[config.mk]
export PLATFORM = sky130hd
export DESIGN_NAME = wcache_layer_store
export DESIGN_NICKNAME = d
export VERILOG_FILES = /design/src/rtl/wcache_pkg.sv /design/src/rtl/wcache_packer.sv /design/src/rtl/wcache_store.sv /design/src/rtl/wcache_layer_store.sv
export SDC_FILE = /design/constraint.sdc
export NUM_CORES = 2
export LEC_CHECK = 0
export CORE_MARGIN = 2
export CORE_UTILIZATION = 40
export DETAILED_ROUTE_END_ITERATION = 10
export DONT_BUFFER_PORTS = 1
export PLACE_DENSITY_LB_ADDON = 0.15
export REMOVE_ABC_BUFFERS = 1
export SETUP_SLACK_MARGIN = 0.3
export SLEW_MARGIN = 20
export SYNTH_ARGS = -nofsm -noshare
export SYNTH_HDL_FRONTEND = slang
export SYNTH_HIERARCHICAL = 1
export SYNTH_SLANG_ARGS = --single-unit
[constraint.sdc]
create_clock -name clk -period 5.67 [get_ports clk]
set_input_delay 0.8505 -clock clk [delete_from_list [all_inputs] [get_ports clk]]
set_output_delay 0.8505 -clock clk [all_outputs]
set_load 0.01 [all_outputs]
[src/rtl/wcache_pkg.sv]
package wcache_pkg;
  typedef enum logic [1:0] {
    WC_EMPTY = 2'd0,
    WC_LOAD  = 2'd1,
    WC_READY = 2'd2
  } wc_state_e;
endpackage

[src/rtl/wcache_packer.sv]
module wcache_packer #(
  parameter int WORD_W = 72,
  parameter int BUS_W  = 16,
  parameter int LW_W   = 7
) (
  input  logic              clk,
  input  logic              rst_n,
  input  logic              clear,
  input  logic              beat_fire,
  input  logic [BUS_W-1:0]  beat_data,
  input  logic [LW_W-1:0]   lay_lw,
  output logic              word_done,
  output logic [WORD_W-1:0] word_data
);
  localparam int SPAN  = WORD_W + BUS_W;
  localparam int OFF_W = $clog2(SPAN + 1);

  logic [OFF_W-1:0]  off_q;
  logic [WORD_W-1:0] acc_q;
  logic [SPAN-1:0]   placed;
  logic [SPAN-1:0]   keep_mask;
  logic [WORD_W-1:0] merged;
  logic [OFF_W:0]    off_next;
  logic              fills_word;

  always_comb begin
    placed     = SPAN'(beat_data) << off_q;
    merged     = acc_q | placed[WORD_W-1:0];
    keep_mask  = (SPAN'(1) << lay_lw) - SPAN'(1);
    word_data  = merged & keep_mask[WORD_W-1:0];
    off_next   = {1'b0, off_q} + (OFF_W+1)'(BUS_W);
    fills_word = off_next >= (OFF_W+1)'(lay_lw);
    word_done  = beat_fire & fills_word;
  end

  always_ff @(posedge clk) begin
    if (!rst_n || clear) begin
      off_q <= '0;
      acc_q <= '0;
    end else if (beat_fire) begin
      if (fills_word) begin
        off_q <= '0;
        acc_q <= '0;
      end else begin
        off_q <= off_next[OFF_W-1:0];
        acc_q <= merged;
      end
    end
  end

  AST_OFF_BELOW_LEN: assert property (@(posedge clk) disable iff (!rst_n)
    (off_q != '0) |-> ((OFF_W+1)'(off_q) < (OFF_W+1)'(lay_lw)));
endmodule

[src/rtl/wcache_store.sv]
module wcache_store #(
  parameter int DEPTH  = 16,
  parameter int WORD_W = 72,
  parameter int AW     = 4
) (
  input  logic              clk,
  input  logic              rst_n,
  input  logic              wr_en,
  input  logic [AW-1:0]     wr_addr,
  input  logic [WORD_W-1:0] wr_data,
  input  logic              rd_en,
  input  logic [AW-1:0]     rd_addr,
  output logic [WORD_W-1:0] rd_data
);
  logic [WORD_W-1:0] ent_w [DEPTH];

  for (genvar g = 0; g < DEPTH; g++) begin : g_ent
    logic [WORD_W-1:0] q;
    always_ff @(posedge clk) begin
      if (!rst_n) q <= '0;
      else if (wr_en && wr_addr == AW'(g)) q <= wr_data;
    end
    assign ent_w[g] = q;
  end

  always_ff @(posedge clk) begin
    if (!rst_n) rd_data <= '0;
    else if (rd_en) rd_data <= ent_w[rd_addr];
  end

  AST_RD_IN_RANGE: assert property (@(posedge clk) disable iff (!rst_n)
    rd_en |-> (32'(rd_addr) < DEPTH));
endmodule

[src/rtl/wcache_layer_store.sv]
module wcache_layer_store #(
  parameter int CH_MAX  = 16,
  parameter int TAP_MAX = 9,
  parameter int WB_MAX  = 8,
  parameter int BUS_W   = 16,
  localparam int WORD_W = TAP_MAX * WB_MAX,
  localparam int AW     = $clog2(CH_MAX),
  localparam int CH_W   = $clog2(CH_MAX + 1),
  localparam int TAP_W  = $clog2(TAP_MAX + 1),
  localparam int WB_W   = $clog2(WB_MAX + 1)
) (
  input  logic              clk,
  input  logic              rst_n,
  input  logic              cmd_start,
  input  logic [CH_W-1:0]   cmd_ch,
  input  logic [TAP_W-1:0]  cmd_taps,
  input  logic [WB_W-1:0]   cmd_wbits,
  input  logic              ld_valid,
  output logic              ld_ready,
  input  logic [BUS_W-1:0]  ld_data,
  input  logic              ld_last,
  input  logic              rd_valid,
  output logic              rd_ready,
  input  logic [AW-1:0]     rd_ch,
  output logic              rsp_valid,
  output logic [WORD_W-1:0] rsp_data,
  output logic              cfg_ready,
  output logic              load_err
);
  import wcache_pkg::*;
  localparam int LW_W = $clog2(WORD_W + 1);

  wc_state_e         st_q;
  logic [CH_W-1:0]   lay_ch_q;
  logic [LW_W-1:0]   lay_lw_q;
  logic [AW-1:0]     wptr_q;
  logic              err_q;
  logic              rsp_v_q;
  logic [TAP_W+WB_W-1:0] cmd_prod;
  logic              beat_fire;
  logic              word_done;
  logic [WORD_W-1:0] word_data;
  logic              last_word;
  logic              rd_fire;

  assign cmd_prod  = cmd_taps * cmd_wbits;
  assign ld_ready  = (st_q == WC_LOAD);
  assign cfg_ready = (st_q == WC_READY);
  assign rd_ready  = cfg_ready;
  assign load_err  = err_q;
  assign rsp_valid = rsp_v_q;
  assign beat_fire = ld_valid & ld_ready & ~cmd_start;
  assign rd_fire   = rd_valid & rd_ready;
  assign last_word = (CH_W'(wptr_q) == lay_ch_q - CH_W'(1));

  wcache_packer #(.WORD_W(WORD_W), .BUS_W(BUS_W), .LW_W(LW_W)) packer_i (
    .clk(clk), .rst_n(rst_n), .clear(cmd_start), .beat_fire(beat_fire),
    .beat_data(ld_data), .lay_lw(lay_lw_q), .word_done(word_done),
    .word_data(word_data));

  wcache_store #(.DEPTH(CH_MAX), .WORD_W(WORD_W), .AW(AW)) store_i (
    .clk(clk), .rst_n(rst_n), .wr_en(word_done), .wr_addr(wptr_q),
    .wr_data(word_data), .rd_en(rd_fire), .rd_addr(rd_ch), .rd_data(rsp_data));

  always_ff @(posedge clk) begin
    if (!rst_n) begin
      st_q     <= WC_EMPTY;
      lay_ch_q <= '0;
      lay_lw_q <= '0;
      wptr_q   <= '0;
      err_q    <= 1'b0;
      rsp_v_q  <= 1'b0;
    end else begin
      rsp_v_q <= rd_fire;
      if (cmd_start) begin
        st_q     <= WC_LOAD;
        lay_ch_q <= cmd_ch;
        lay_lw_q <= LW_W'(cmd_prod);
        wptr_q   <= '0;
        err_q    <= 1'b0;
      end else if (beat_fire) begin
        if (word_done && last_word) begin
          st_q <= WC_READY;
          if (!ld_last) err_q <= 1'b1;
        end else begin
          if (word_done) wptr_q <= wptr_q + AW'(1);
          if (ld_last) begin
            err_q <= 1'b1;
            st_q  <= WC_EMPTY;
          end
        end
      end
    end
  end

  AST_START_DROPS_READY: assert property (@(posedge clk) disable iff (!rst_n)
    cmd_start |=> (!cfg_ready && !load_err && ld_ready));
  AST_RSP_AFTER_REQ: assert property (@(posedge clk) disable iff (!rst_n)
    (rd_valid && rd_ready) |=> rsp_valid);
  AST_NO_SPURIOUS_RSP: assert property (@(posedge clk) disable iff (!rst_n)
    !(rd_valid && rd_ready) |=> !rsp_valid);
  AST_READY_AFTER_WRITE: assert property (@(posedge clk) disable iff (!rst_n)
    $rose(cfg_ready) |-> $past(word_done));
  AST_UPPER_ZERO: assert property (@(posedge clk) disable iff (!rst_n)
    (rsp_valid && !$past(cmd_start)) |-> ((rsp_data >> lay_lw_q) == '0));
  AST_WR_WITHIN_LAYER: assert property (@(posedge clk) disable iff (!rst_n)
    word_done |-> (CH_W'(wptr_q) < lay_ch_q));
  AST_EARLY_LAST_ERR: assert property (@(posedge clk) disable iff (!rst_n)
    (beat_fire && ld_last && !(word_done && last_word)) |=> (load_err && !cfg_ready && !ld_ready));
  AST_MISSING_LAST_ERR: assert property (@(posedge clk) disable iff (!rst_n)
    (word_done && last_word && !ld_last) |=> (load_err && cfg_ready));
endmodule

* Word-level counts from Yosys, hierarchy flattened *
Cells that the tools add are included.
W data, S select, Z words.

cells by class
  equality and inequality tests = 19
  order comparisons = 2
  multipliers = 1
  shift-type cells = 2
  multiplexer cells = 12
  reductions and logical operators = 28
  add/subtract/negate cells = 4
  bitwise operators = 10

operators by type and width
  operator                 count
  $bmux W72 S4             1
  $mux W72                 3
  $and A72 B72 Y72         1
  $or A72 B72 Y72          1
  $shl A1 B7 Y72 const A   1
  $shl A16 B7 Y72          1
  $sub A72 B2 Y72 const B  1
  $eq A4 B4 Y1 const B     8
  $logic_and A1 B1 Y1      17
  $eq A4 B3 Y1 const B     4
  $add A7 B5 Y8 const B    1
  $eq A4 B2 Y1 const B     2
  $ge A8 B7 Y1             1
  $mul A4 B4 Y7            1
  $mux W7                  1
  $reduce_and A3 Y1        2
  $eq A4 B5 Y1             1
  $ge A5 B5 Y1 const B     1
  $mux W1                  5
  $not A4 Y5               1
  $sub A5 B1 Y5 const B    1
  $add A4 B1 Y4 const B    1
  $and A1 B1 Y1            4
  $eq A4 B1 Y1 const B     1
  12 further kinds         17

word-level totals
  bits in registers = 1,323
  logic and storage cells = 104
  bits of input ports = 39
  output and inout port bits = 77

* Depth between registers and ports, before layout *
  depth after elaboration = 8
  depth in mapped cells = 18
  mapped depth without buffers = 13

* By module *
The synthesis kept the hierarchy.

modules (own cells, without submodules)
  module              seq. area each (um^2)  area an instance (um^2)  cells an instance  times used
  wcache_store        24,503.5               54,273.3                 6,688              1
  wcache_packer       1,501.4                5,195.0                  751                1
  wcache_layer_store  400.4                  1,328.8                  142                1

* Worst setup path after synthesis *
Ideal clock, no wire load.

  path type = flip-flop to flip-flop
  start = register lay_lw_q[2]
  end = register store_i.g_ent[10].q[52]
  library setup time = 0.076 ns
  buffers on the path = 6
  period minus slack after synthesis = 3.732 ns
  slack = 1.938 ns
  arrival = 3.657 ns
  stages on the path, launching flop included = 19
  required time = 5.594 ns
  cells stage by stage = dfxtp_1 buf_2 buf_2 buf_2 buf_1 nor3_1 and2_1 nand2_1 ha_1 inv_1 a221o_1 nand3b_1 nor3_2 o221ai_1 nor3_1 clkbuf_1 clkbuf_1 nand2_1 a21boi_0

between the ends
  longest elaborated chain between the ends = 3
  elaborated cells between the ends (all ways) = 6
  classes of those cells = add/sub (1); order compare (1); shift (1); bitwise (2); reduce/logical (1)

ends and longest elaborated chain
  element                 line                      text
  start, declared         wcache_layer_store.sv:35  logic [LW_W-1:0] lay_lw_q;
  start signal, assigned  wcache_layer_store.sv:78  lay_lw_q <= LW_W'(cmd_prod);
  $shl A1 B7 Y72          wcache_packer.sv:29       keep_mask = (SPAN'(1) << lay_lw) - SPAN'(1);
  $sub A72 B2 Y72         wcache_packer.sv:29
  $and A72 B72 Y72        wcache_packer.sv:30       word_data = merged & keep_mask[WORD_W-1:0];
  via word_data[52]       wcache_layer_store.sv:42  logic [WORD_W-1:0] word_data;
  end signal, assigned    wcache_store.sv:21        else if (wr_en && wr_addr == AW'(g)) q <= wr_data;
  end, declared           wcache_store.sv:18        logic [WORD_W-1:0] q;

The timed path passes the listed nets, and every way through them passes these cells.
A chain may end at the register's enable or synchronous reset.

* Worst setup path after layout *
  start = register packer_i.off_q[4]
  end = register store_i.g_ent[14].q[26]

between the ends
  longest elaborated chain between the ends = 4
  elaborated cells between the ends (all ways) = 7
  classes of those cells = add/sub (1); order compare (1); shift (1); bitwise (3); reduce/logical (1)

ends and longest elaborated chain
  element                 line                      text
  start, declared         wcache_packer.sv:18       logic [OFF_W-1:0] off_q;
  start signal, assigned  wcache_packer.sv:45       off_q <= off_next[OFF_W-1:0];
  $add A7 B5 Y8           wcache_packer.sv:31       off_next = {1'b0, off_q} + (OFF_W+1)'(BUS_W);
  $ge A8 B7 Y1            wcache_packer.sv:32       fills_word = off_next >= (OFF_W+1)'(lay_lw);
  $and A1 B1 Y1           wcache_packer.sv:33       word_done = beat_fire & fills_word;
  via word_done           wcache_layer_store.sv:41  logic word_done;
  $logic_and A1 B1 Y1     wcache_store.sv:21
  end signal, assigned    wcache_store.sv:21
  end, declared           wcache_store.sv:18

The timed path passes the listed nets, and every way through them passes these cells.

==> flow_summary.toml <==
[run_status]
outcome = "completed"

[grt]
grt_busiest_layer = "met2"
grt.total_usage_pct = 27.18
grt_first_pass_wirelength_um = 323500
overflow = 0
grtUsageMet2_pct = 42.84
antenna_found_initial = 6
grt_pass1_vias = 48820
met1_usage_pct = 37.88
grt_max_degree = 1173
met3_usage_pct = 4.522

[worst_setup_path]
cp.arrival_ps = 5120
path_max_fanout = 55
startpoint_type = "flip-flop"
r2r_slack_ps = 1270
crit_type = "reg2reg"
reg2reg_depth = 12
cp.required_ps = 6380
r2r_end = "store_i/g_ent[14].q[26]"
r2r_start = "packer_i/off_q[4]"
end_kind = "flip-flop"

[timing]
tightestPinTransition_ps = 1306
maxSlewViolCount = 0
slew_headroom_pct = 12.96
postLayoutSetupSlackWorst_ps = 1266
skew_ps = 40.97
finalCriticalPeriod_ps = 4404
hold_violations = 0
layout_worst_path_cycle_share_pct = 77.67
rsz0062_at_grt = "no"
setup_viol_count_final = 0
clock.fmax_ghz = 0.2271

[clock_network]
postCtsSetupBuffers = 0
cts.sinks = 1319
numCtsBuffers = 151
cts_tree = "done"
hold_buffers = 0
cts_resized = 0
clock_latency_ps = 820
max-clock-path-buffers = 3
path_clk_slew_ps = 60
cts-root-buf = "clkbuf_16"
cts.htree.levels = 4

[floorplan]
die_area_um2 = 155100
die_h_um = 393.9
initial_core_util_pct = 40.17
die_w_um = 393.9
core.rowCount = 143
core_um2 = 151400
ios = 116

[drt]
vias = 51290
drtPass1Iterations = 6
drt-vias-per-instance = 5.511
routed_wl_um = 217400
drc = 0
post_drt_wl_per_cell_um = 23.36
antenna_left = 0
drt-initial-drc-count = 4670

[pwr]
pwr-share-clk_pct = 47.3
vdd_drop_max_mv = 0.2786
sw_frac_of_total_pct = 25.13
seqPwrFrac_pct = 44.9
leakagePower_nw = 23.21
powerDensity_nw_per_um2 = 307.5
pwr-share-comb_pct = 7.8
p_switching_w = 0.005202
internal-power_w = 0.01550
power.total_w = 0.02070

[placement]
place_hpwl_um = 118900
io_buffers = 0
dp.cells = 9027
gp_congestion = 0.9641
place_area_um2 = 62090
place_ws_ps = 1334

[min_path]
hold_class = "in2reg"
holdCritStartpoint = "ld_data[2]"
whs_endpoint = "packer_i/acc_q[50]"
hold_path_depth = 2

[synth]
ys_seq_area_share_pct = 43.43
synth-main-ff-cell = "dfxtp_1"
ys.warnings.count = 6
ys_seq_elements = 1319
avgSynthCellArea_um2 = 8.020
syn_area_um2 = 60800
synth_cells = 7581
synthDistinctLibCells = 80
synth-async-reset-ratio_pct = 0
synth_enable_flop_cells = 0

[finish]
mostFrequentLayoutCells = "nand2_1, dfxtp_1, a21boi_0, mux2i_1, a21oi_1"
final_util_pct = 44.47
num-nets-final = 7220
final_common_cell = "nand2_1"
design_area_um2 = 67310
final_cell_count_no_fill = 9307
area_growth_pct = 10.71
drive_gt1_share_pct = 6.710
fill_cells = 15010

[job]
drv_cap = 0
==> per-stage QoR <==
stage          hold slack (ps)  TNS (ps)
2_1_floorplan            434.4    -25730
5_1_grt                  163.8         0
4_1_cts                  146.6         0
6_report                 197.7         0
3_3_place_gp             439.4         0
3_5_place_dp             444.0         0
==> worst max-delay path, stage by stage, from the launching register on <==
cell and delay (ps):
dfxtp_1 790, inv_1 230, ha_1 330, a21o_1 150
a21o_1 180, a21oi_1 360, nor2_1 120, buf_4 200
and3_1 310, nand2_4 880, buf_4 460, nand2_1 80
a21boi_0 180
==> worst max-delay path by stage <==
stage	start	endpoint	slack, ps
5_1_grt	packer_i/off_q[4]	store_i/g_ent[10].q[14]	1050
3_3_place_gp	packer_i/off_q[4]	store_i/g_ent[5].q[60]	1340
3_5_place_dp	packer_i/off_q[4]	store_i/g_ent[10].q[34]	1330
4_1_cts	packer_i/off_q[4]	store_i/g_ent[6].q[71]	1330
6_report	packer_i/off_q[4]	store_i/g_ent[14].q[26]	1270
2_1_floorplan	rd_ch[3]	store_i/rd_data[70]	-360
==> Yosys cell counts, drive strengths merged (14+ instances only) <==
master,count,area [um^2]
dfxtp,1319,26410
nor4,16,100.1
xnor2,22,192.7
a31oi,35,219.0
and2,14,87.58
a21oi,281,1406
o21ai,14,73.82
nor2b,38,240.2
nand2b,15,93.84
nand2,2587,9718
ha,18,225.2
nor2,161,634.4
mux2i,588,5886
a22oi,144,1081
xor2,17,148.9
inv,16,60.06
buf,181,950.9
nand3,241,1206
clkbuf,552,2079
nor3,44,251.5
a21boi,1153,8656
==> sequential cells by signal (all words and copies together), names as in the netlist <==
| signal | count |
|---|---|
| lay_lw_q | 7 |
| lay_ch_q | 5 |
| st_q | 2 |
| load_err | 1 |
| packer_i/acc_q | 72 |
| packer_i/off_q | 3 |
| store_i/rd_data | 72 |
| store_i/g_ent.q | 1152 |
| rsp_valid | 1 |
| wptr_q | 4 |
==> area by class of cell <==
type,instances,area [um^2],share of cell area (%)
Multi-Input combinational cell,5512,31790,47.23
Sequential cell,1319,26410,39.23
Clock buffer,225,4398,6.534
Tap cell,2030,2540,3.773
Timing Repair Buffer,158,1554,2.309
Clock inverter,42,549.3,0.8160
Inverter,17,63.81,0.09480
Antenna cell,4,10.01,0.01487
==> layer usage <==
metal	routed length, um	share of wire (%)
met4	5742	2.6
met3	13820	6.4
met5	0	0
met1	100400	46
met2	97430	45
==> kinds of logic after synthesis <==
kind of cell	after synthesis	synth area share [%]
adders and majority gates	22	0.5022
buffers and inverters	750	5.089
AOI/OAI and AO/OA	1692	19.73
and+or+nand+nor	3171	21.00
muxes	588	9.681
DFF	1319	43.43
xor gates and xnor gates	39	0.5618
==> power groups by stage <==
| stage | combinational [W] | sequential, W | clock (W) |
|---|---|---|---|
| after floorplan | 0.000794 | 0.00952 | 0 |
| after detailed placement | 0.00133 | 0.00949 | 0 |
| final | 0.00162 | 0.00929 | 0.00979 |
| after global routing | 0.00168 | 0.00928 | 0.0104 |
| after CTS | 0.00134 | 0.00929 | 0.00998 |
| after global placement | 0.00134 | 0.00949 | 0 |
Power figures use the tool's default switching activity.
